<file path="src/rtl/stsreg_pkg.sv">
package stsreg_pkg;
  localparam int BYTE_W = 8;
  localparam int BP_W   = 2;

  localparam logic [BYTE_W-1:0] OP_READ_STS  = 8'h05;
  localparam logic [BYTE_W-1:0] OP_WR_ENABLE = 8'h06;
  localparam logic [BYTE_W-1:0] OP_WR_BLOCK  = 8'h04;
  localparam logic [BYTE_W-1:0] OP_WRITE_STS = 8'h01;

  typedef enum logic [2:0] {
    SQ_IDLE,
    SQ_ADDR,
    SQ_CMD,
    SQ_PAYLOAD,
    SQ_SEND,
    SQ_ACK,
    SQ_SKIP
  } seq_t;
endpackage

</file>
<file path="src/rtl/stsreg_busy_timer.sv">
module stsreg_busy_timer #(
  parameter int CYCLES = 40
) (
  input  logic clk,
  input  logic rst_n,
  input  logic start,
  output logic busy,
  output logic done
);
  localparam int CW = $clog2(CYCLES + 1);

  logic [CW-1:0] remain_q;

  always_ff @(posedge clk) begin
    if (!rst_n)
      remain_q <= '0;
    else if (start)
      remain_q <= CW'(CYCLES);
    else if (remain_q != '0)
      remain_q <= remain_q - 1'b1;
  end

  assign busy = (remain_q != '0);
  assign done = (remain_q == CW'(1)) && !start;
endmodule

</file>
<file path="src/rtl/stsreg_flags.sv">
module stsreg_flags
  import stsreg_pkg::*;
(
  input  logic              clk,
  input  logic              rst_n,
  input  logic              set_wel,
  input  logic              clr_wel,
  input  logic              load_bp,
  input  logic [BP_W-1:0]   new_bp,
  input  logic              busy,
  input  logic              done,
  output logic              wel,
  output logic [BYTE_W-1:0] status
);
  localparam int PAD_W = BYTE_W - BP_W - 2;

  logic [BP_W-1:0] bp_q;
  logic [BP_W-1:0] bp_pend_q;
  logic [BP_W-1:0] bp_view;

  always_ff @(posedge clk) begin
    if (!rst_n) begin
      wel       <= 1'b0;
      bp_q      <= '0;
      bp_pend_q <= '0;
    end else begin
      if (done)
        wel <= 1'b0;
      else if (set_wel)
        wel <= 1'b1;
      else if (clr_wel)
        wel <= 1'b0;

      if (load_bp)
        bp_pend_q <= new_bp;
      if (done)
        bp_q <= bp_pend_q;
    end
  end

  // pending protect values are what a reader sees during a write
  assign bp_view = busy ? bp_pend_q : bp_q;
  assign status  = {{PAD_W{1'b0}}, bp_view, wel, busy};
endmodule

</file>
<file path="src/rtl/stsreg_cmd_fsm.sv">
module stsreg_cmd_fsm
  import stsreg_pkg::*;
#(
  parameter logic [7:0] HDR_CODE = 8'h55,
  parameter logic [7:0] DEV_CODE = 8'hA0
) (
  input  logic              clk,
  input  logic              rst_n,
  input  logic              in_valid,
  input  logic              in_kind,
  input  logic [BYTE_W-1:0] in_data,
  input  logic              out_ready,
  input  logic              wel,
  input  logic              busy,
  output logic              in_ready,
  output logic              out_valid,
  output logic              capture,
  output logic              set_wel,
  output logic              clr_wel,
  output logic              load_bp
);
  seq_t state_q, state_d;
  logic fire, byte_in, ack_in;

  assign in_ready  = (state_q != SQ_SEND);
  assign out_valid = (state_q == SQ_SEND);
  assign fire      = in_valid && in_ready;
  assign byte_in   = fire && !in_kind;
  assign ack_in    = fire && in_kind;

  always_comb begin
    state_d = state_q;
    capture = 1'b0;
    set_wel = 1'b0;
    clr_wel = 1'b0;
    load_bp = 1'b0;
    case (state_q)
      SQ_IDLE, SQ_SKIP: begin
        if (byte_in && in_data == HDR_CODE)
          state_d = SQ_ADDR;
      end
      SQ_ADDR: begin
        if (byte_in)
          state_d = (in_data == DEV_CODE) ? SQ_CMD : SQ_SKIP;
      end
      SQ_CMD: begin
        if (byte_in) begin
          state_d = SQ_SKIP;
          case (in_data)
            OP_READ_STS: begin
              capture = 1'b1;
              state_d = SQ_SEND;
            end
            OP_WR_ENABLE: if (!busy) begin
              set_wel = 1'b1;
              state_d = SQ_IDLE;
            end
            OP_WR_BLOCK: if (!busy) begin
              clr_wel = 1'b1;
              state_d = SQ_IDLE;
            end
            OP_WRITE_STS: if (!busy && wel) begin
              state_d = SQ_PAYLOAD;
            end
            default: state_d = SQ_SKIP;
          endcase
        end
      end
      SQ_PAYLOAD: begin
        if (byte_in) begin
          load_bp = 1'b1;
          state_d = SQ_IDLE;
        end
      end
      SQ_SEND: begin
        if (out_ready)
          state_d = SQ_ACK;
      end
      SQ_ACK: begin
        if (ack_in) begin
          if (in_data[0]) begin
            capture = 1'b1;
            state_d = SQ_SEND;
          end else begin
            state_d = SQ_IDLE;
          end
        end else if (byte_in) begin
          state_d = SQ_SKIP;
        end
      end
      default: state_d = SQ_IDLE;
    endcase
  end

  always_ff @(posedge clk) begin
    if (!rst_n)
      state_q <= SQ_IDLE;
    else
      state_q <= state_d;
  end
endmodule

</file>
<file path="src/rtl/stsreg_unit.sv">
module stsreg_unit #(
  parameter int         WR_CYCLES = 40,
  parameter logic [7:0] HDR_CODE  = 8'h55,
  parameter logic [7:0] DEV_CODE  = 8'hA0
) (
  input  logic       clk,
  input  logic       rst_n,
  input  logic       in_valid,
  output logic       in_ready,
  input  logic       in_kind,
  input  logic [7:0] in_data,
  output logic       out_valid,
  input  logic       out_ready,
  output logic [7:0] out_data
);
  import stsreg_pkg::*;

  logic              capture, set_wel, clr_wel, load_bp;
  logic              wr_busy, wr_done, wel_q;
  logic [BYTE_W-1:0] status_now;
  logic [BYTE_W-1:0] out_q;

  stsreg_cmd_fsm #(
    .HDR_CODE(HDR_CODE),
    .DEV_CODE(DEV_CODE)
  ) u_fsm (
    .clk      (clk),
    .rst_n    (rst_n),
    .in_valid (in_valid),
    .in_kind  (in_kind),
    .in_data  (in_data),
    .out_ready(out_ready),
    .wel      (wel_q),
    .busy     (wr_busy),
    .in_ready (in_ready),
    .out_valid(out_valid),
    .capture  (capture),
    .set_wel  (set_wel),
    .clr_wel  (clr_wel),
    .load_bp  (load_bp)
  );

  stsreg_busy_timer #(
    .CYCLES(WR_CYCLES)
  ) u_timer (
    .clk  (clk),
    .rst_n(rst_n),
    .start(load_bp),
    .busy (wr_busy),
    .done (wr_done)
  );

  stsreg_flags u_flags (
    .clk    (clk),
    .rst_n  (rst_n),
    .set_wel(set_wel),
    .clr_wel(clr_wel),
    .load_bp(load_bp),
    .new_bp (in_data[3:2]),
    .busy   (wr_busy),
    .done   (wr_done),
    .wel    (wel_q),
    .status (status_now)
  );

  // each sent byte is a fresh sample of the live flags
  always_ff @(posedge clk) begin
    if (!rst_n)
      out_q <= '0;
    else if (capture)
      out_q <= status_now;
  end

  assign out_data = out_q;
endmodule

</file>
<file path="config.mk">
export PLATFORM = sky130hd
export DESIGN_NAME = stsreg_unit
export DESIGN_NICKNAME = d
export VERILOG_FILES = /design/src/rtl/stsreg_pkg.sv /design/src/rtl/stsreg_busy_timer.sv /design/src/rtl/stsreg_flags.sv /design/src/rtl/stsreg_cmd_fsm.sv /design/src/rtl/stsreg_unit.sv
export SDC_FILE = /design/constraint.sdc
export NUM_CORES = 1
export LEC_CHECK = 0
export BUFFER_PORTS_ARGS = -buffer_cell sky130_fd_sc_hd__buf_2
export CAP_MARGIN = 0
export CORE_ASPECT_RATIO = 2
export CORE_UTILIZATION = 40
export CTS_BUF_LIST = sky130_fd_sc_hd__clkbuf_16
export CTS_CLUSTER_SIZE = 40
export DETAILED_ROUTE_END_ITERATION = 10
export PLACE_DENSITY_LB_ADDON = 0.12
export RECOVER_POWER = 50
export SYNTH_ARGS = -nofsm -noshare
export SYNTH_HDL_FRONTEND = slang
export SYNTH_HIERARCHICAL = 1
export SYNTH_SLANG_ARGS = --single-unit
</file>
<file path="constraint.sdc">
create_clock -name clk -period 2.8 [get_ports clk]
set_input_delay 0.28 -clock clk [delete_from_list [all_inputs] [get_ports clk]]
set_output_delay 0.28 -clock clk [all_outputs]
set_load 0.03 [all_outputs]
</file>
# After elaboration in Yosys (flattened, before gate mapping)
# Cells that the tools add are included.
dict set report totals {
  register_bits 18
  input_bits 13
  out_inout_bits 10
  word_cells 79
}
dict set report classes {
  addsub 1
  eq_ne 20
  n_mux 32
  n_bitwise 1
  reduce_logical 18
}
# operator count
set op_table {}
lappend op_table {{2-to-1 mux 3 bit} 11}
lappend op_table {{== test 8 x 3 -> 1 bit, second input constant} 3}
lappend op_table {{one-hot mux 3 bit (6 select lines)} 1}
lappend op_table {{2-to-1 mux 1 bit} 15}
lappend op_table {{2-to-1 mux 6 bit} 2}
lappend op_table {{!= test 2 x 1 -> 1 bit, second input constant} 5}
lappend op_table {{== test 3 bit, second input constant} 3}
lappend op_table {{one-hot mux 3 bit (3 select lines)} 1}
lappend op_table {{== test 8 x 1 -> 1 bit, second input constant} 1}
lappend op_table {{== test 8 x 7 -> 1 bit, second input constant} 1}
lappend op_table {{== test 8 bit, second input constant} 1}
lappend op_table {{OR reduction 2 bit} 4}
lappend op_table {{== test 3 x 2 -> 1 bit, second input constant} 2}
lappend op_table {{== test 6 x 1 -> 1 bit, second input constant} 1}
lappend op_table {{logical AND 1 bit} 6}
lappend op_table {{AND reduction 6 bit} 1}
lappend op_table {{nonzero test 6 bit} 1}
lappend op_table {{subtractor 6 x 1 -> 6 bit, second input constant} 1}
lappend op_table {{nonzero test 2 bit} 2}
lappend op_table {{== test 3 x 1 -> 1 bit, second input constant} 1}
lappend op_table {{logical NOT 1 bit} 3}
lappend op_table {{logical NOT 3 bit} 1}
lappend op_table {{!= test 3 x 1 -> 1 bit, second input constant} 1}
lappend op_table {{!= test 3 bit, second input constant} 1}
lappend op_table {{3 further kinds} 3}

# Depth between registers and ports, before layout
# Gate-level depths: netlist of run 1.
dict set report depth {
  depth_word 8
  depth_mapped 10
  depth_no_buf 10
}

# By module
# Netlist of run 1, hierarchy kept.
# module n_inst cells_each area_per_inst_um2 seq_area_each_um2
set modules_own_cells {}
lappend modules_own_cells {stsreg_cmd_fsm 1 60 441.7 60.1}
lappend modules_own_cells {stsreg_busy_timer 1 35 340.3 120.1}
lappend modules_own_cells {stsreg_unit 1 25 301.5 160.2}
lappend modules_own_cells {stsreg_flags 1 25 256.5 100.1}

# Worst setup path after synthesis of run 1
# No wires, ideal clock.
dict set report synth_timing {
  path_type {flip-flop to flip-flop}
  from {register u_timer.remain_q[0]}
  to {register u_flags.wel}
  setup_time_ns 0.116
  arrival_time_ns 2.342
  required_ns 2.684
  slack_ns 0.342
  stages_incl_launch_ff 11
  n_path_buf 0
  period_less_slack_ns 2.458
  path_cell_list {dfxtp_1 -> inv_1 -> ha_1 -> or3b_1 -> nor3_2 -> inv_2 -> or3_1 -> or2_2 -> nor4_1 -> nor2b_1 -> o211a_1}
}
dict set report synth_via {
  elab_chain_cells 6
  elab_cells_between_ends 13
  classes_between {eq/ne (1); mux (8); reduce/logical (4)}
}
# item line
set synth_lines {}
lappend synth_lines {{from (decl)} stsreg_busy_timer.sv:12} ;# logic [CW-1:0] remain_q;
lappend synth_lines {{from (signal assigned)} stsreg_busy_timer.sv:18} ;# remain_q <= CW'(CYCLES);
lappend synth_lines {{from (signal assigned)} stsreg_busy_timer.sv:20} ;# remain_q <= remain_q - 1'b1;
lappend synth_lines {{nonzero test 6 bit} stsreg_busy_timer.sv:23} ;# assign busy = (remain_q != '0);
lappend synth_lines {{via wr_busy} stsreg_unit.sv:19} ;# logic wr_busy, wr_done, wel_q;
lappend synth_lines {{2-to-1 mux 1 bit} stsreg_cmd_fsm.sv:58} ;# OP_WR_BLOCK: if (!busy) begin
lappend synth_lines {{2-to-1 mux 1 bit} stsreg_cmd_fsm.sv:49} ;# case (in_data)
lappend synth_lines {{2-to-1 mux 1 bit} stsreg_cmd_fsm.sv:47} ;# if (byte_in) begin
lappend synth_lines {{2-to-1 mux 1 bit} stsreg_cmd_fsm.sv:37} ;# case (state_q)
lappend synth_lines {{via clr_wel} stsreg_unit.sv:18} ;# logic capture, set_wel, clr_wel, load_bp;
lappend synth_lines {{nonzero test 2 bit (no line)} --}
lappend synth_lines {{to (signal assigned)} stsreg_flags.sv:28} ;# wel <= 1'b0;
lappend synth_lines {{to (signal assigned)} stsreg_flags.sv:30} ;# wel <= 1'b1;
lappend synth_lines {{to (signal assigned)} stsreg_flags.sv:32} ;# wel <= 1'b0;
lappend synth_lines {{to (decl)} stsreg_flags.sv:12} ;# output logic wel,
# The timed path passes the listed nets, and every way through them passes these cells.
# A chain may end at the register's enable or synchronous reset.

# Worst setup path in the final report of run 1
# Same ends and word-level chain as after synthesis.

==> results of run 1 <==
==> critical path, stage by stage, from the launching register on <==
cell,delay [ns]
sky130_fd_sc_hd__dfxtp_1,0.35
sky130_fd_sc_hd__inv_1,0.12
sky130_fd_sc_hd__ha_1,0.20
sky130_fd_sc_hd__or3b_1,0.42
sky130_fd_sc_hd__nor3_4,0.18
sky130_fd_sc_hd__inv_2,0.05
sky130_fd_sc_hd__or3_1,0.40
sky130_fd_sc_hd__or2_2,0.30
sky130_fd_sc_hd__nor4_1,0.19
sky130_fd_sc_hd__nor2b_1,0.08
sky130_fd_sc_hd__o211a_1,0.20
==> metrics by stage <==
| stage | hold WS [ns] | instances | utilization (%) | power (mW) | area, µm² |
|---|---|---|---|---|---|
| floorplan | 0.4079 | 148 | - | 0.8435 | 1351 |
| global placement | 0.4902 | 197 | 46.04 | 0.9583 | 1470 |
| detailed placement | 0.5037 | 197 | 46.04 | 0.9705 | 1470 |
| CTS | 0.3525 | 201 | 48.51 | 1.268 | 1549 |
| global route | 0.4017 | 201 | 47.88 | 1.358 | 1529 |
| finish | 0.3554 | 201 | 47.88 | 1.261 | 1529 |
==> cells in the mapped netlist (2+ instances only) <==
cell type	number	share of area, %
sky130_fd_sc_hd__a21oi_1	2	0.75
sky130_fd_sc_hd__a311oi_1	2	1.3
sky130_fd_sc_hd__a31oi_1	2	0.93
sky130_fd_sc_hd__and3_1	2	0.93
sky130_fd_sc_hd__and3b_1	2	1.3
sky130_fd_sc_hd__buf_4	6	3.4
sky130_fd_sc_hd__buf_6	2	1.7
sky130_fd_sc_hd__clkbuf_1	2	0.56
sky130_fd_sc_hd__dfxtp_1	22	33
sky130_fd_sc_hd__ha_1	3	2.8
sky130_fd_sc_hd__inv_1	8	2.2
sky130_fd_sc_hd__mux2_2	2	1.7
sky130_fd_sc_hd__mux2i_1	13	9.7
sky130_fd_sc_hd__nand2_1	5	1.4
sky130_fd_sc_hd__nand2b_1	3	1.4
sky130_fd_sc_hd__nor2_1	4	1.1
sky130_fd_sc_hd__nor2b_1	13	6.1
sky130_fd_sc_hd__nor3_1	4	1.5
sky130_fd_sc_hd__nor3b_1	4	2.2
sky130_fd_sc_hd__nor4_1	4	1.9
sky130_fd_sc_hd__nor4bb_1	2	1.5
sky130_fd_sc_hd__o211a_1	2	1.5
sky130_fd_sc_hd__o21ai_0	3	1.1
sky130_fd_sc_hd__or2_2	2	0.93
sky130_fd_sc_hd__or3_1	3	1.4
sky130_fd_sc_hd__or3b_1	3	2.0
sky130_fd_sc_hd__or4_1	2	1.1
sky130_fd_sc_hd__xnor2_1	2	1.3
==> state kept, by name, summed over array words and instances (netlist names) <==
| register | cells |
|---|---|
| u_flags/bp_q | 2 |
| u_flags/bp_pend_q | 2 |
| u_flags/wel | 1 |
| u_fsm/state_q | 3 |
| out_data | 8 |
| u_timer/remain_q | 6 |
==> worst paths after layout <==
kind                                                        from                                 to  slack [ns]  cells after the start
worst max-delay path            u_timer/remain_q[0]$_SDFFE_PP0P_           u_flags/wel$_SDFFE_PP0P_        0.20                     10
worst min-delay path                                  in_data[3]  u_flags/bp_pend_q[1]$_SDFFE_PN0P_        0.36                      3
worst max register to register  u_timer/remain_q[0]$_SDFFE_PP0P_           u_flags/wel$_SDFFE_PP0P_        0.20                     10
worst min register to register          out_data[1]$_SDFFE_PN0P_           out_data[1]$_SDFFE_PN0P_        0.51                      2
==> cell families (layout without fill, tap and decap cells) <==
| kind of cell | after synthesis | in the layout | share of synthesized area (%) |
|---|---|---|---|
| AND/OR/NAND/NOR | 59 | 59 | 29.22 |
| AO/OA/AOI/OAI | 23 | 23 | 13.35 |
| flip-flops | 22 | 22 | 32.87 |
| buffers and inverters | 19 | 41 | 8.123 |
| multiplexers | 15 | 15 | 11.39 |
| adder cells (fa/ha/maj) | 3 | 3 | 2.801 |
| XOR/XNOR | 3 | 3 | 1.961 |
| other | 1 | 4 | 0.2798 |
==> where the power goes <==
group	internal (mW)	switching, mW
combinational	0.257	0.300
sequential	0.362	0.0496
clock	0.190	0.102
==> per-layer routing <==
metal  wire length [µm]  track usage (%)  vias to the layer above
li1                   -                -                      568
met1               1110            18.38                      530
met2               1633            32.78                       25
met3                 55            2.597                       10
met4                112            8.239                        0
met5                  0                0                        -
==> layout make-up <==
cell class / instances / area, µm²
fillers: 336 / 1664
inverters: 9 / 33.78
flip-flops and latches: 22 / 440.4
well taps: 31 / 38.79
clock inverters: 1 / 3.754
repair buffers: 28 / 135.1
clock buffers: 3 / 75.07
multi-input cells: 107 / 802.0
==> summary.txt, run 1 <==
Routing
  • Number of search-and-repair iterations in the first detailed-routing pass: 4
  • Total wire length after detailed routing: just under 3000 µm
  • Residual DRC count: 0
  • Number of nets still failing antenna checks after routing: 0
  • Vias: about 1,100
  • Detailed-route wire length per cell: approximately 14 µm
  • Number of DRC markers in iteration 0: 22
  • Vias per cell: ~5.6

Clock tree
  • Clock buffer count from CTS: 3
  • Total of cells resized after clock tree synthesis: 0
  • CTS tree: built
  • Number of post-CTS setup repair buffers: 0
  • Register clock-pin slew on the reported worst setup and hold paths: approximately 0.06 ns
  • Total of hold buffers inserted after clock tree synthesis: 0
  • Clock latency reported for the late side of the worst-skew pair: about 0.25 ns
  • Root cell of the clock tree: sky130_fd_sc_hd__clkbuf_16
  • H-tree levels: 1
  • Clock Tree Buf Depth: 2
  • Count of clock tree sinks: 22

Global route
  • Overall global routing resource usage: 17.74%
  • Global route overflow: 0
  • Number of global-route vias before repair: around 1,100
  • Largest net degree at the start of global routing: 22
  • Wire length of the first global-routing pass: roughly 5000 µm
  • Number of antenna violations at the first check in global routing: 0

Synth
  • Async set or reset register ratio after synthesis: 0%
  • Library cells used by synthesis: 49
  • Netlist Area Pre-Place: approximately 1300 µm²
  • Most common flop cell mapped by yosys: sky130_fd_sc_hd__dfxtp_1
  • Yosys synthesis warning count: 6
  • Post-synthesis cell count: approximately 150
  • Sequential-to-total area share from yosys stat: roughly a third
  • Number of flops mapped to enable cells by yosys: 0
  • Register bit count reported by yosys: 22
  • Mean cell area of the mapped netlist: approximately 9.2 µm²

Cells and area
  • Leading cell type in the layout, fill and taps excluded: sky130_fd_sc_hd__dfxtp_1
  • # diodes: 0
  • Most frequent cells in the layout: sky130_fd_sc_hd__dfxtp_1, sky130_fd_sc_hd__mux2i_1, sky130_fd_sc_hd__nor2b_1, sky130_fd_sc_hd__buf_2, sky130_fd_sc_hd__clkbuf_1
  • Area delta synth->final: 14.10%
  • Nets: around 190
  • Share of cells above drive strength 1: between 10% and 20%

Timing
  • Setup slack after layout: between 0.15 and 0.2 ns
  • Count of endpoints failing setup in the final report: 0
  • Total negative slack: 0 ns
  • Number of hold violations in the final report: 0
  • Max Clk Rate: approximately 0.38 GHz
  • Transition at the pin with the smallest max-transition slack: 0.5881 ns
  • Max Clock Skew: around 0.0046 ns
  • Slew Limit Fails: 0
  • Post-layout minimum cycle time: 2.603 ns
  • Unrepaired setup endpoints after global routing: no
  • Fraction of the cycle the final worst path needs: between 90% and 100%
  • Worst-case headroom to the max-slew limit: 60.79%

Critical path
  • CP max FO: 5
  • Required time at the endpoint of the critical path: approximately 2.9 ns
  • Critical path launch point type: flip-flop
  • Kind of capture point of the worst setup path: flip-flop
  • Worst path arrival time: 2.74 ns
  • Worst Path Class, Setup: flip-flop to flip-flop

Min path
  • Type of the tightest min-delay check: input port to flip-flop

Placed design
  • Quantity of I/O buffers inserted on ports: 22
  • Worst slack after detailed placement: slightly below 0.2 ns
  • GPL Wtd Cong: slightly below 0.9
  • Detailed placement HPWL: approximately 2300 µm

Power and ir drop
  • Ratio of total power to cell area: 824.9 nW/µm²
  • Max rail drop VDD: slightly below 700 µV
  • Cell leakage power: about 0.6 nW

Floorplanning
  • Std-Cell Core Area: between 3000 and 4000 µm²
  • Initial Utilization: between 40% and 50%
  • IO Count: 23
  • Chip Width: ~43 µm
  • Placement row count: 29
  • Die outline area: 3599 µm²
  • Die Span Y: roughly 84 µm

Run
  • Max-capacitance violation count: 0

Status
  • Outcome: complete, no violations
(Power assumes the default switching activity.)
==> run 2: changes to the inputs <==
- CORE_ASPECT_RATIO: 2 -> default
- CORE_UTILIZATION: 40 -> 53
- PLACE_DENSITY: default -> 0.76
- PLACE_DENSITY_LB_ADDON: 0.12 -> default
- SYNTH_HIERARCHICAL: 1 -> default
==> run 2 against run 1 <==
Net effect: sequential share of layout area shrank 0.063 points; largest power group is now sequential cells; non-clock buffer count shrank 10; largest cell class unchanged; total power shrank 29%; critical path depth shrank 5; routed wire length shrank 23%; register-to-register slack gained 0.70 ns; synthesized cell count shrank 6.9%; critical path type unchanged; final cell count shrank 12%; final area shrank 18%; maximum frequency grew 37%; first-iteration DRC count grew 36%; worst hold slack lost 0.029 ns.
==> summary.txt, run 2 <==
Status
  • Outcome: complete, no violations

Synth
  • Number of flops mapped to enable cells by yosys: 0
  • Yosys synthesis warning count: 0
  • Library cells used by synthesis: 40
  • Async set or reset register ratio after synthesis: 0%
  • Most common flop cell mapped by yosys: sky130_fd_sc_hd__dfxtp_1
  • Fraction of synthesized cell area taken by the top area cell type: between 30% and 40%
  • Sequential-to-total area share from yosys stat: a little under a third
  • Register bit count reported by yosys: 18
  • Post-synthesis cell count: 135
  • Post-synth top area cell: sky130_fd_sc_hd__dfxtp_1
  • Top cells by instance count after synthesis: sky130_fd_sc_hd__nor2_1, sky130_fd_sc_hd__dfxtp_1, sky130_fd_sc_hd__nand2_1
  • Netlist Area Pre-Place: 1130 µm²
  • Most used standard cell by instance count after synthesis: sky130_fd_sc_hd__nor2_1
  • Mean cell area of the mapped netlist: approximately 8.4 µm²
  • Cell types occupying the most area after synthesis: sky130_fd_sc_hd__dfxtp_1, sky130_fd_sc_hd__mux2i_1, sky130_fd_sc_hd__nor2_1, sky130_fd_sc_hd__buf_4, sky130_fd_sc_hd__ha_1

Timing
  • Slew Limit Fails: 0
  • Setup slack after layout: approximately 0.89 ns
  • Max Clk Rate: 0.5248 GHz
  • Post-layout minimum cycle time: about 1.9 ns
  • Max Clock Skew: between 0.003 and 0.004 ns
  • Total negative slack: 0 ns
  • Count of endpoints failing setup in the final report: 0
  • Unrepaired setup endpoints after global routing: no
  • Number of hold violations in the final report: 0
  • Fraction of the cycle the final worst path needs: around two thirds
  • Transition at the pin with the smallest max-transition slack: about 0.73 ns
  • Worst-case headroom to the max-slew limit: around 51%

Clock tree
  • Clock buffer count from CTS: 3
  • Number of post-CTS setup repair buffers: 0
  • Clock Tree Buf Depth: 2
  • Total of cells resized after clock tree synthesis: 0
  • Clock latency reported for the late side of the worst-skew pair: between 0.2 and 0.3 ns
  • Count of clock tree sinks: 18
  • Root cell of the clock tree: sky130_fd_sc_hd__clkbuf_16
  • CTS tree: built
  • Register clock-pin slew on the reported worst setup and hold paths: about 0.05 ns
  • H-tree levels: 1
  • Total of hold buffers inserted after clock tree synthesis: 0

Cells and area
  • Area delta synth->final: 10.96%
  • Total of fill cells in the finished design: between 150 and 200
  • Non-filler instance count after layout: ~180
  • Nets: ~170
  • Most frequent cells in the layout: sky130_fd_sc_hd__nor2_1, sky130_fd_sc_hd__dfxtp_1, sky130_fd_sc_hd__buf_2, sky130_fd_sc_hd__nand2_1, sky130_fd_sc_hd__mux2i_1
  • Most flops, register: u_timer.remain_q
  • Share of cells above drive strength 1: ~14%
  • Final Instance Area: between 1000 and 1500 µm²
  • Max reg flops: 6
  • Leading cell type in the layout, fill and taps excluded: sky130_fd_sc_hd__nor2_1
  • # diodes: 0

Placed design
  • GPL Wtd Cong: 0.8593
  • Instance count after placement with tap cells included: roughly 170
  • Worst slack after detailed placement: roughly 0.89 ns
  • Detailed placement HPWL: 1711 µm
  • Total placed instance area: about 1200 µm²
  • Quantity of I/O buffers inserted on ports: 18

Routing
  • Total wire length after detailed routing: roughly 2200 µm
  • Number of nets still failing antenna checks after routing: 0
  • Number of DRC markers in iteration 0: 30
  • Vias: between 1,000 and 1,500
  • Detailed-route wire length per cell: about 13 µm
  • Residual DRC count: 0
  • Vias per cell: roughly 5.8
  • Number of search-and-repair iterations in the first detailed-routing pass: 4

Global route
  • Number of antenna violations at the first check in global routing: 0
  • Largest net degree at the start of global routing: 14
  • Number of global-route vias before repair: about 850
  • Global route overflow: 0
  • Wire length of the first global-routing pass: between 3000 and 4000 µm
  • Overall global routing resource usage: 22.21%

Critical path
  • Worst Path Class, Setup: flip-flop to flip-flop
  • Critical path launch point type: flip-flop
  • Required time at the endpoint of the critical path: approximately 2.9 ns
  • Ordered cell list for the critical path: or3b_1, nor2_1, a31oi_1, mux2i_1, nor2_1
  • Worst reg2reg setup slack: slightly below 0.9 ns
  • Kind of capture point of the worst setup path: flip-flop
  • CP max FO: 11
  • Worst path arrival time: 2.03 ns
  • Cell with the most instances on the worst path: sky130_fd_sc_hd__nor2_1
  • Highest-delay cell along the critical path: sky130_fd_sc_hd__a31oi_1
  • Peak per-stage delay on the critical path: ~0.57 ns

Power and ir drop
  • Ratio of total power to cell area: 710.8 nW/µm²
  • Cell leakage power: ~0.57 nW
  • Max rail drop VDD: between 600 and 700 µV
  • Overall power of the completed layout: about 0.89 mW

Floorplanning
  • IO Count: 23
  • Initial Utilization: between 50% and 60%
  • Chip Width: 48.17 µm
  • Die outline area: 2320 µm²
  • Die Span Y: 48.17 µm
  • Std-Cell Core Area: 1982 µm²
  • Placement row count: 16

Run
  • Max-capacitance violation count: 0

Min path
  • Type of the tightest min-delay check: input port to flip-flop
[run 2: cell types whose count changed after synthesis, moves of 4 or more]
cell / previous run / this run
sky130_fd_sc_hd__nor2b_1: 13 / 2
sky130_fd_sc_hd__inv_1: 8 / 4
sky130_fd_sc_hd__mux2i_1: 13 / 9
sky130_fd_sc_hd__nand2_1: 5 / 10
sky130_fd_sc_hd__nand3_1: 1 / 5
sky130_fd_sc_hd__dfxtp_1: 22 / 18
sky130_fd_sc_hd__nor2_1: 4 / 24
[run 2: area by class of cell]
| class | instances | area, µm² | share of cell area [%] |
|---|---|---|---|
| multi-input combinational | 105 | 681.9 | 54.39 |
| sequential | 18 | 360.3 | 28.74 |
| timing repair buffer | 18 | 83.83 | 6.687 |
| clock buffer | 3 | 75.07 | 5.988 |
| tap | 27 | 33.78 | 2.695 |
| inverter | 4 | 15.01 | 1.198 |
| clock inverter | 1 | 3.754 | 0.2994 |
[run 2: critical path, delay by kind of cell, from the launching register on]
kind / cells / cell delay, ns
AOI/OAI and AO/OA: 1 / 0.57
and+or+nand+nor: 3 / 0.42
DFF: 1 / 0.53
muxes: 1 / 0.26
[run 2: metrics by stage]
| stage | hold slack [ns] | util, % |
|---|---|---|
| floorplan | 0.4239 | - |
| global placement | 0.4700 | 59.60 |
| detailed placement | 0.4843 | 59.60 |
| CTS | 0.3265 | 63.57 |
| global route | 0.3408 | 63.26 |
| finish | 0.3265 | 63.26 |
[run 2: worst paths after layout]
check | start | endpoint | cells after the start
min reg2reg | out_data[1]$_SDFFE_PN0P_ | out_data[1]$_SDFFE_PN0P_ | 2
max reg2reg | u_fsm.state_q[2]$_SDFFE_PN0P_ | out_data[2]$_SDFFE_PN0P_ | 5
max | u_fsm.state_q[2]$_SDFFE_PN0P_ | out_data[2]$_SDFFE_PN0P_ | 5
min | in_data[3] | u_flags.bp_pend_q[1]$_SDFFE_PN0P_ | 3
[run 2: power by group]
group	switching, mW	internal (mW)	total (mW)
combinational	0.165	0.115	0.280
clock	0.0905	0.190	0.280
sequential	0.0367	0.294	0.331
[run 2: per-layer routing]
metal	global-route usage, %	vias to the layer above	wire, µm
met5	0	-	0
met2	35.47	39	1071
met4	11.11	0	49
li1	-	495	-
met3	4.815	6	132
met1	28.12	474	986
[run 2: cell families (layout without fill, tap and decap cells)]
family	after synthesis	count (layout)	share of synthesized area, %
adder cells (fa/ha/maj)	3	3	3.323
multiplexers	11	11	9.967
flip-flops	18	18	31.89
other	1	4	0.3319
AND/OR/NAND/NOR	63	63	28.68
AO/OA/AOI/OAI	19	19	13.18
XOR/XNOR	5	5	3.877
buffers and inverters	15	26	8.748
==> run 3: changes to the inputs <==
- ABC_AREA: default -> 1
- CORE_UTILIZATION: 53 -> 54
- PLACE_DENSITY: 0.76 -> 0.77
- clock period: 2.8 -> 1.8 ns (I/O delays scaled with it)
==> run 3 against run 2 <==
Net effect: critical path type unchanged; core utilization rose by 2.7 points; highest routed layer unchanged; combinational power is 130% higher; via count up 13%; clock skew decreased by 0.0015 ns; maximum frequency increased by 17%; global-route usage rose by 0.66 points; die area grew 1.4%.
==> summary.txt, run 3 <==
Status
  • Outcome: complete, no violations

Global route
  • Number of global-route vias before repair: 1,077
  • Overall global routing resource usage: 22.87%
  • Wire length of the first global-routing pass: between 4000 and 5000 µm
  • Global route overflow: 0
  • Largest net degree at the start of global routing: 13
  • Number of antenna violations at the first check in global routing: 0

Synth
  • Most common flop cell mapped by yosys: sky130_fd_sc_hd__dfxtp_1
  • Sequential-to-total area share from yosys stat: just over 30%
  • Post-synthesis cell count: between 150 and 200
  • Yosys synthesis warning count: 0
  • Number of flops mapped to enable cells by yosys: 0
  • Netlist Area Pre-Place: approximately 1200 µm²
  • Fraction of synthesized cell area taken by the top area cell type: a little under a third
  • Async set or reset register ratio after synthesis: 0%
  • Post-synth top area cell: sky130_fd_sc_hd__dfxtp_1
  • Most used standard cell by instance count after synthesis: sky130_fd_sc_hd__nand2_1
  • Register bit count reported by yosys: 18
  • Top cells by instance count after synthesis: sky130_fd_sc_hd__nand2_1, sky130_fd_sc_hd__nor2_1, sky130_fd_sc_hd__inv_1
  • Cell types occupying the most area after synthesis: sky130_fd_sc_hd__dfxtp_1, sky130_fd_sc_hd__nand2_1, sky130_fd_sc_hd__nor2_1, sky130_fd_sc_hd__a21oi_1, sky130_fd_sc_hd__inv_1
  • Library cells used by synthesis: 28
  • Mean cell area of the mapped netlist: roughly 6.7 µm²

Critical path
  • Crit Reg-Reg Endpoint: u_fsm.state_q[0]$_SDFFE_PN0P_
  • Depth of the worst register-to-register path: 8
  • Worst Path Class, Setup: flip-flop to flip-flop
  • Critical path launch point type: flip-flop
  • Endpoint of the worst setup timing path: u_fsm.state_q[0]$_SDFFE_PN0P_
  • Kind of capture point of the worst setup path: flip-flop
  • Worst path arrival time: between 1.5 and 2 ns
  • Startpoint of the lowest-slack register-to-register path: u_timer.remain_q[0]$_SDFFE_PP0P_
  • CP max FO: 12
  • Crit. Startpoint: u_timer.remain_q[0]$_SDFFE_PP0P_
  • Required time at the endpoint of the critical path: about 2 ns
  • Worst reg2reg setup slack: approximately 0.18 ns

Timing
  • Number of hold violations in the final report: 0
  • Slew Limit Fails: 0
  • Max Clk Rate: 0.6157 GHz
  • Post-layout minimum cycle time: about 1.6 ns
  • Max Clock Skew: 0.001479 ns
  • Total negative slack: 0 ns
  • Setup slack after layout: about 0.18 ns
  • Count of endpoints failing setup in the final report: 0
  • Fraction of the cycle the final worst path needs: between 90% and 100%

Min path
  • Type of the tightest min-delay check: input port to flip-flop
  • Hold path startpoint: in_data[2]

Run
  • Max-capacitance violation count: 0

Placed design
  • Worst slack after detailed placement: a little over 0.2 ns
  • Total placed instance area: around 1300 µm²
  • GPL Wtd Cong: approximately 0.97
  • Detailed placement HPWL: 1922 µm
  • Quantity of I/O buffers inserted on ports: 18

Floorplanning
  • Placement row count: 16
  • Chip Width: a little under 50 µm
  • Std-Cell Core Area: ~2000 µm²
  • Die outline area: between 2000 and 2500 µm²
  • Initial Utilization: 58.31%
  • IO Count: 23
  • Die Span Y: just under 50 µm

Routing
  • Number of DRC markers in iteration 0: 23
  • Vias: 1,144
  • Number of nets still failing antenna checks after routing: 0
  • Detailed-route wire length per cell: about 11 µm
  • Total wire length after detailed routing: between 2000 and 2500 µm
  • Number of search-and-repair iterations in the first detailed-routing pass: 6
  • Vias per cell: between 5 and 6
  • Residual DRC count: 0

Cells and area
  • Post-Route Utilization: 65.94%
  • Most flops, register: u_timer.remain_q
  • Share of cells above drive strength 1: 16.06%
  • Most frequent cells in the layout: sky130_fd_sc_hd__nand2_1, sky130_fd_sc_hd__nor2_1, sky130_fd_sc_hd__inv_1, sky130_fd_sc_hd__a21oi_1, sky130_fd_sc_hd__dfxtp_1
  • Max reg flops: 6
  • Leading cell type in the layout, fill and taps excluded: sky130_fd_sc_hd__nand2_1
  • Nets: between 200 and 250
  • # diodes: 0
  • Final Instance Area: between 1000 and 1500 µm²
  • Area delta synth->final: 13.08%

Clock tree
  • CTS tree: built
  • H-tree levels: 1
  • Number of post-CTS setup repair buffers: 0
  • Clock Tree Buf Depth: 2
  • Count of clock tree sinks: 18
  • Clock latency reported for the late side of the worst-skew pair: between 0.2 and 0.25 ns
  • Clock buffer count from CTS: 3
  • Register clock-pin slew on the reported worst setup and hold paths: roughly 0.05 ns
  • Root cell of the clock tree: sky130_fd_sc_hd__clkbuf_16

Power and ir drop
  • Switching part of the total power: between 30% and 40%
  • Reported net switching power: slightly above 0.6 mW
  • Clock power share: between 20% and 30%
  • Comb pwr share: 39.9%
  • Max rail drop VDD: between 1000 and 1500 µV
  • Ratio of total power to cell area: around 1200 nW/µm²
  • Cell leakage power: 0.5760 nW
  • Seq pwr share: 33.6%
  • Internal portion of total power: just over 1 mW
-- run 3: changes by cell type in the layout (fill, tap and decap cells not counted), sizes merged, moves of 5 or more --
cell / before / now
nand2: 11 / 37
nor4: 5 / 0
nand3: 5 / 10
inv: 4 / 21
a21oi: 3 / 19
o21ai: 4 / 10
mux2i: 9 / 0
-- run 3: cell type report --
cell class	count	area, µm²
Clock buffer	3	75.07
Clock inverter	1	3.754
Fill cell	179	681.9
Inverter	21	78.83
Multi-Input combinational cell	131	675.6
Sequential cell	18	361.6
Tap cell	27	33.78
Timing Repair Buffer	19	91.34
-- run 3: cells by family (layout without fill, tap and decap cells) --
| logic type | Yosys count | after routing | share of synthesized area, % |
|---|---|---|---|
| other | 1 | 4 | 0.3212 |
| xor gates and xnor gates | 2 | 2 | 1.501 |
| and+or+nand+nor | 90 | 90 | 38.69 |
| buffers and inverters | 28 | 44 | 10.93 |
| adders and majority gates | 3 | 3 | 3.216 |
| DFF | 18 | 18 | 30.87 |
| AOI/OAI and AO/OA | 32 | 32 | 14.47 |
-- run 3: repair_timing --
item / 4_1_cts / 5_1_grt
endpoints found under the hold margin: 0 / 0
hold buffers: 0 / 0
setup endpoints to repair: 0 / 1
resized for setup: 0 / 1
-- run 3: worst min-delay path by stage --
stage / slack (ns) / endpoint / cells past startpoint
floorplan: 0.33 / u_flags.bp_pend_q[0]$_SDFFE_PN0P_ / 2
global placement: 0.44 / u_flags.bp_q[0]$_SDFFE_PN0P_ / 2
detailed placement: 0.44 / u_flags.bp_q[0]$_SDFFE_PN0P_ / 2
CTS: 0.23 / u_flags.bp_pend_q[0]$_SDFFE_PN0P_ / 3
global route: 0.26 / u_flags.bp_pend_q[0]$_SDFFE_PN0P_ / 3
finish: 0.23 / u_flags.bp_pend_q[0]$_SDFFE_PN0P_ / 3
-- run 3: per-layer routing --
metal	share of wire [%]	GRT usage (%)	vias up	wire length, µm
li1	-	-	602	-
met1	46	27.06	510	1137
met2	48	42.02	28	1209
met3	4.8	4.088	4	120
met4	1.0	6.373	0	26
met5	0	0	-	0
-- run 3: through the flow --
step	hold slack (ns)	power, mW	cells
floorplan	0.3290	1.110	177
global placement	0.4391	1.206	216
detailed placement	0.4360	1.212	216
CTS	0.2341	1.654	220
global route	0.2618	1.773	220
finish	0.2349	1.636	220
-- run 3: power groups by stage --
stage                     logic (mW)  clock network [mW]  registers [mW]
after global routing           0.744               0.465           0.564
after detailed placement       0.651                   0           0.561
after CTS                      0.660               0.441           0.553
after floorplan                0.584                   0           0.526
final                          0.653               0.433           0.550
after global placement         0.648                   0           0.558
-- run 3: worst max-delay path, cell delays in order (launching register included) --
cell and delay, ns:
sky130_fd_sc_hd__dfxtp_1 0.33, sky130_fd_sc_hd__inv_1 0.10, sky130_fd_sc_hd__ha_1 0.19, sky130_fd_sc_hd__nand3_2 0.15, sky130_fd_sc_hd__inv_1 0.32, sky130_fd_sc_hd__nand3_1 0.14, sky130_fd_sc_hd__a21oi_1 0.15, sky130_fd_sc_hd__a21oi_1 0.08
sky130_fd_sc_hd__nor2_1 0.08
